===== src/rtl/cc_pkg.sv =====
package cc_pkg;

    localparam int CC_CODE_W   = 6;
    localparam int CC_N_W      = 10;
    localparam int CC_TX_FIRST = 273;
    localparam int CC_TX_LAST  = 361;

    typedef enum logic [1:0] {
        ST_EMPTY = 2'd0,
        ST_TRACK = 2'd1,
        ST_BAD   = 2'd2
    } cc_state_e;

    // Transmit divide ratio per channel number; 0 for non-channels.
    function automatic logic [CC_N_W-1:0] cc_tx_ratio(input logic [CC_CODE_W-1:0] ch);
        logic [CC_N_W-1:0] r;
        unique case (ch)
            6'd1:  r = 10'd273;
            6'd2:  r = 10'd275;
            6'd3:  r = 10'd277;
            6'd4:  r = 10'd281;
            6'd5:  r = 10'd283;
            6'd6:  r = 10'd285;
            6'd7:  r = 10'd287;
            6'd8:  r = 10'd291;
            6'd9:  r = 10'd293;
            6'd10: r = 10'd295;
            6'd11: r = 10'd297;
            6'd12: r = 10'd301;
            6'd13: r = 10'd303;
            6'd14: r = 10'd305;
            6'd15: r = 10'd307;
            6'd16: r = 10'd311;
            6'd17: r = 10'd313;
            6'd18: r = 10'd315;
            6'd19: r = 10'd317;
            6'd20: r = 10'd321;
            6'd21: r = 10'd323;
            6'd22: r = 10'd325;
            6'd23: r = 10'd327;
            6'd24: r = 10'd329;
            6'd25: r = 10'd331;
            6'd26: r = 10'd333;
            6'd27: r = 10'd335;
            6'd28: r = 10'd337;
            6'd29: r = 10'd339;
            6'd30: r = 10'd341;
            6'd31: r = 10'd343;
            6'd32: r = 10'd345;
            6'd33: r = 10'd347;
            6'd34: r = 10'd349;
            6'd35: r = 10'd351;
            6'd36: r = 10'd353;
            6'd37: r = 10'd355;
            6'd38: r = 10'd357;
            6'd39: r = 10'd359;
            6'd40: r = 10'd361;
            default: r = '0;
        endcase
        return r;
    endfunction

endpackage


===== src/rtl/cc_code_filter.sv =====
module cc_code_filter #(
    parameter int CODE_W = 6
) (
    input  logic              clk,
    input  logic              rst_n,
    input  logic [CODE_W-1:0] code_i,
    output logic              stable_o
);
    logic [CODE_W-1:0] prev_q;

    always_ff @(posedge clk or negedge rst_n) begin
        if (!rst_n) begin
            prev_q <= '0;
        end else begin
            prev_q <= code_i;
        end
    end

    assign stable_o = (code_i == prev_q);
endmodule


===== src/rtl/cc_ratio_rom.sv =====
module cc_ratio_rom
    import cc_pkg::*;
#(
    parameter int CODE_W    = 6,
    parameter int N_W       = 10,
    parameter int LAST_CH   = 40,
    parameter int RX_OFFSET = 91
) (
    input  logic [CODE_W-1:0] code_i,
    input  logic              rx_i,
    output logic [N_W-1:0]    n_o,
    output logic              hit_o
);
    localparam logic [CODE_W-1:0] LAST_CODE = CODE_W'(LAST_CH);
    localparam logic [N_W-1:0]    RX_SUB    = N_W'(RX_OFFSET);

    logic [N_W-1:0] tx_n;

    always_comb begin
        tx_n  = N_W'(cc_tx_ratio(CC_CODE_W'(code_i)));
        hit_o = (code_i != '0) && (code_i <= LAST_CODE);
        n_o   = rx_i ? (tx_n - RX_SUB) : tx_n;
    end
endmodule


===== src/rtl/chan_divratio.sv =====
module chan_divratio
    import cc_pkg::*;
#(
    parameter int CODE_W    = 6,
    parameter int N_W       = 10,
    parameter int LAST_CH   = 40,
    parameter int RX_OFFSET = 91
) (
    input  logic              clk,
    input  logic              rst_n,
    input  logic [CODE_W-1:0] chan_code_i,
    input  logic              rx_mode_i,
    output logic [N_W-1:0]    div_n_o,
    output logic              code_ok_o
);
    cc_state_e      state_q, state_d;
    logic           stable;
    logic           hit;
    logic [N_W-1:0] lut_n;
    logic [N_W-1:0] n_q;
    logic           ok_q;

    cc_code_filter #(.CODE_W(CODE_W)) u_filter (
        .clk      (clk),
        .rst_n    (rst_n),
        .code_i   (chan_code_i),
        .stable_o (stable)
    );

    cc_ratio_rom #(
        .CODE_W    (CODE_W),
        .N_W       (N_W),
        .LAST_CH   (LAST_CH),
        .RX_OFFSET (RX_OFFSET)
    ) u_rom (
        .code_i (chan_code_i),
        .rx_i   (rx_mode_i),
        .n_o    (lut_n),
        .hit_o  (hit)
    );

    // Next state: SETTLE-HOLD, ACCEPT-GOOD, ACCEPT-BAD
    always_comb begin
        state_d = state_q;
        unique case (state_q)
            ST_EMPTY, ST_TRACK, ST_BAD: begin
                if (!stable)   state_d = state_q;
                else if (hit)  state_d = ST_TRACK;
                else           state_d = ST_BAD;
            end
            default: state_d = ST_EMPTY;
        endcase
    end

    always_ff @(posedge clk or negedge rst_n) begin
        if (!rst_n) state_q <= ST_EMPTY;
        else        state_q <= state_d;
    end

    always_ff @(posedge clk or negedge rst_n) begin
        if (!rst_n) begin
            n_q  <= '0;
            ok_q <= 1'b0;
        end else begin
            if (stable && hit) n_q <= lut_n;
            ok_q <= (state_d == ST_TRACK);
        end
    end

    assign div_n_o   = n_q;
    assign code_ok_o = ok_q;
endmodule


===== config.mk =====
export PLATFORM = sky130hd
export DESIGN_NAME = chan_divratio
export DESIGN_NICKNAME = d
export VERILOG_FILES = /design/src/rtl/cc_pkg.sv /design/src/rtl/cc_code_filter.sv /design/src/rtl/cc_ratio_rom.sv /design/src/rtl/chan_divratio.sv
export SDC_FILE = /design/constraint.sdc
export NUM_CORES = 1
export LEC_CHECK = 0
export BUFFER_PORTS_ARGS = -buffer_cell sky130_fd_sc_hd__buf_2
export CAP_MARGIN = 10
export CORE_MARGIN = 1.5
export CORE_UTILIZATION = 40
export DETAILED_ROUTE_END_ITERATION = 10
export GPL_TIMING_DRIVEN = 0
export HOLD_SLACK_MARGIN = 0.03
export PLACE_DENSITY = 0.56
export SETUP_SLACK_MARGIN = 0.2
export SLEW_MARGIN = 5
export SYNTH_ARGS = -nofsm -noshare
export SYNTH_HDL_FRONTEND = slang
export SYNTH_HIERARCHICAL = 1
export SYNTH_SLANG_ARGS = --single-unit

===== constraint.sdc =====
create_clock -name clk -period 2.06 [get_ports clk]
set_input_delay 0.309 -clock clk [delete_from_list [all_inputs] [get_ports clk]]
set_output_delay 0.309 -clock clk [all_outputs]
set_load 0.005 [all_outputs]

==> metrics.md <==
| Metric | Value |
|---|---|
| Post-synthesis compound-gate area fraction | 0.1653 |
| Clock Tree Root | clkbuf_4 |
| Multi-input gate area | 979.7 sq um |
| Vias per cell | 5.142 |
| Worst Setup Start Kind | input pin |
| Die height | 62.64 um |
| Final WS setup | 0.08651 ns |
| Synth Area in Simple Gates | 0.1539 |
| EDFF count, synth | 0 |
| Peak supply drop | 242.1 uV |
| CP arrival | 2.17 ns |
| F_max | 0.5067 GHz |
| R2r setup slk | 0.41 ns |
| Routed Antenna Nets | 0 |
| Worst Tran Pin Value | 0.4104 ns |
| Post-synth top cells | 19 x dfrtp_1, 9 x ha_1, 9 x xnor2_1, 8 x mux2_4, 8 x nand2_1 |
| Status | completed |
| Cell count after synthesis | 136 |
| Top-count cell post-synth | dfrtp_1 |
| Worst hold margin | 0.1436 ns |
| Via count | 1157 |
| TritonCTS clock tree | done |
| Starting DRT DRC Count | 31 |
| Std-Cell Rows | 21 |
| Internal power | 0.7851 mW |
| Mean Syn Cell Area | 10.46 sq um |
| # DRC | 0 |
| Die X-Extent | 62.64 um |
| Fin Clk Skew | 0.005103 ns |
| Worst hold path depth | 1 |
| Initial antenna violation count | 0 |
| Pin count of the biggest net entering global routing | 20 |
| Headroom to the max-slew limit | 0.7264 |
| Min cycle time layout | 1.973 ns |
| WL/cell | 14.19 um |
| Synth Cell Area | 1423 sq um |
| Fin nets | 198 |
| Leakage Power | 0.9291 nW |
| Final Non-Filler Cells | 225 |
| Dpl ws | -0.5089 ns |
| Adder-cell share of the synthesized area | 0.07916 |
| Ys Warns | 6 |
| Drt pass-1 iters | 4 |
| DP Cell Count | 201 |
| Starting Density | 0.4230 |
| Max incr delay on CP | 0.27 ns |
| Unrepaired setup endpoints after global routing | yes |
| CORE AREA | 3363 sq um |
| Comb power frac | 0.393 |
| Reg area | 475.5 sq um |
| Max capacitance violation total | 0 |
| DIE AREA | 3923 sq um |
| Post-synthesis register bit count | 19 |
| Filler cells | 299 |
| Post-synth top area share | 0.3342 |
| Most frequent CP cell | ha_4 |
| Area added between synthesis and finish | 37.20% |
| CTS Buffer Depth | 2 |
| Crit-path cells | buf_12 -> clkinvlp_4 -> ha_4 -> o211ai_1 -> and3_1 -> o21ai_2 -> ha_4 -> nand4b_1 -> a31oi_1 -> xor2_1 -> mux2_4 |
| Worst Hold Class | in -> reg |
| Ys async rst share | 1.000 |
| CP max stage cell | mux2_4 |
| Slew Limit Fails | 0 |
| Ant. Diodes | 0 |
| Layout cells sized above 1 | 0.4693 |
| Cell taking the most area after synthesis | dfrtp_1 |
| Yosys cell types | 45 |
| Clk pwr share | 0.169 |
| Post-synthesis mux area share | 0.1231 |
| Final hold vios | 0 |
| Worst Hold End | u_filter/prev_q[3] |
| Worst-path clk slew | 0.11 ns |
| FF-to-FF Start | u_filter/prev_q[0] |
| Period utilisation layout | 0.9580 |
| Num Clock Sinks | 19 |
| Switching share of power | 0.3019 |
| Sequential share of power | 0.439 |
| Final setup vio count | 0 |
| Reg2Reg Depth | 6 |
| Sequential share of the synthesized area | 0.3342 |
| Total track usage | 0.1768 |
| Mapped Nets | 154 |
| CP max FO | 4 |
| # port buffers | 19 |
| Top_reg_cell synth | dfrtp_1 |
| Placer Congestion | 0.8983 |
| Synth Area in XOR/XNOR | 0.08619 |
| Post-route setup TNS | 0 ns |
| Number of global-route vias before repair | 1141 |
| Total grt overflow | 0 |
| Final core occ | 0.5804 |
| Sw Pwr | 0.3396 mW |
| Power density over the cells | 576.2 nW/um^2 |
| Post-Route WL | 3.193 mm |
| H-Tree Depth | 1 |
| R2r endpoint | div_n_o[7] |
| Worst Setup End Kind | flop |
| Largest cells by area after synthesis | dfrtp_1 33%, mux2_4 8.4%, ha_1 7.9% |
| Clk Latency, worst-skew pair | 0.29 ns |
| Post-DP HPWL | 2.180 mm |
| Crit Path Class | in -> reg |
| Largest family of logic cells by synthesized area | compound AO/OA/AOI/OAI gates |
| First-pass GRT wire length | 5.506 mm |
| Hold Path Origin | chan_code_i[3] |
| IO Pins | 20 |
| CTS buffer count | 3 |
| CP Data Required Time | 2.25 ns |
| Worst setup path start | chan_code_i[0] |
power by group through the flow:
stage          registers [mW]  logic [mW]  clock network [mW]
6_report                0.493       0.442               0.190
5_1_grt                 0.503       0.486               0.212
4_1_cts                 0.495       0.426               0.196
3_5_place_dp            0.503       0.372                   0
3_3_place_gp            0.498       0.366                   0
2_1_floorplan           0.507       0.240                   0
layer usage:
metal / up-vias / part of all wire / global-route usage
li1: 574 / - / -
met1: 563 / 0.49 / 0.2429
met2: 18 / 0.48 / 0.2849
met3: 2 / 0.024 / 0.02523
met4: 0 / 0.0085 / 0.06111
met5: - / 0 / 0
sequential cells by signal, summed over array words and instances, names as in the netlist:
| name | cells |
|---|---|
| div_n_o | 10 |
| state_q | 2 |
| code_ok_o | 1 |
| u_filter/prev_q | 6 |
metrics by stage:
step | total power, mW | cell area [sq um]
finish | 1.125 | 1952
global route | 1.202 | 1952
CTS | 1.116 | 1888
detailed placement | 0.8750 | 1628
global placement | 0.8647 | 1628
floorplan | 0.7469 | 1475
cells by family after synthesis:
logic type / count (synthesis)
simple gates: 36
flops: 19
xor+xnor: 14
mux: 13
compound gates: 31
fa+ha+maj: 9
buf+inv: 14
placed cells by master, fill, tap and decap left out, types with 4 or more instances in the layout:
| cell type | count |
|---|---|
| mux2_2 | 4 |
| buf_2 | 15 |
| buf_4 | 19 |
| buf_6 | 6 |
| mux2_4 | 8 |
| ha_1 | 6 |
| xnor2_1 | 9 |
| nand2_1 | 8 |
| xor2_1 | 5 |
| dfrtp_1 | 19 |
| inv_1 | 5 |
worst max-delay path: cells and delay by family:
kind | cells | cell delay, ns
compound gates | 3 | 0.52
simple gates | 2 | 0.42
fa+ha+maj | 2 | 0.34
mux | 1 | 0.27
buf+inv | 2 | 0.21
xor+xnor | 1 | 0.10
cell type report:
| type | instances | area share |
|---|---|---|
| Sequential cell | 19 | 0.2436 |
| Multi-Input combinational cell | 103 | 0.5019 |
| Buffer | 7 | 0.04423 |
| Clock buffer | 4 | 0.01346 |
| Tap cell | 46 | 0.02949 |
| Timing Repair Buffer | 39 | 0.1506 |
| Inverter | 7 | 0.01667 |
worst max-delay path by stage:
| stage | endpoint | slack [ns] |
|---|---|---|
| after floorplan | div_n_o[6] | -0.03 |
| after global placement | div_n_o[6] | -0.48 |
| after detailed placement | div_n_o[6] | -0.51 |
| after CTS | div_n_o[6] | 0.10 |
| after global routing | div_n_o[8] | -0.004 |
| final | div_n_o[8] | 0.09 |
timing repair:
action,in CTS,in global routing
gates resized for setup,26,6
hold endpoints to repair,19,0
pin swaps,14,8
setup buffers,14,5
hold buffers,1,0
setup endpoints to repair,8,7
Note: power is estimated with default switching activity, not from simulation.
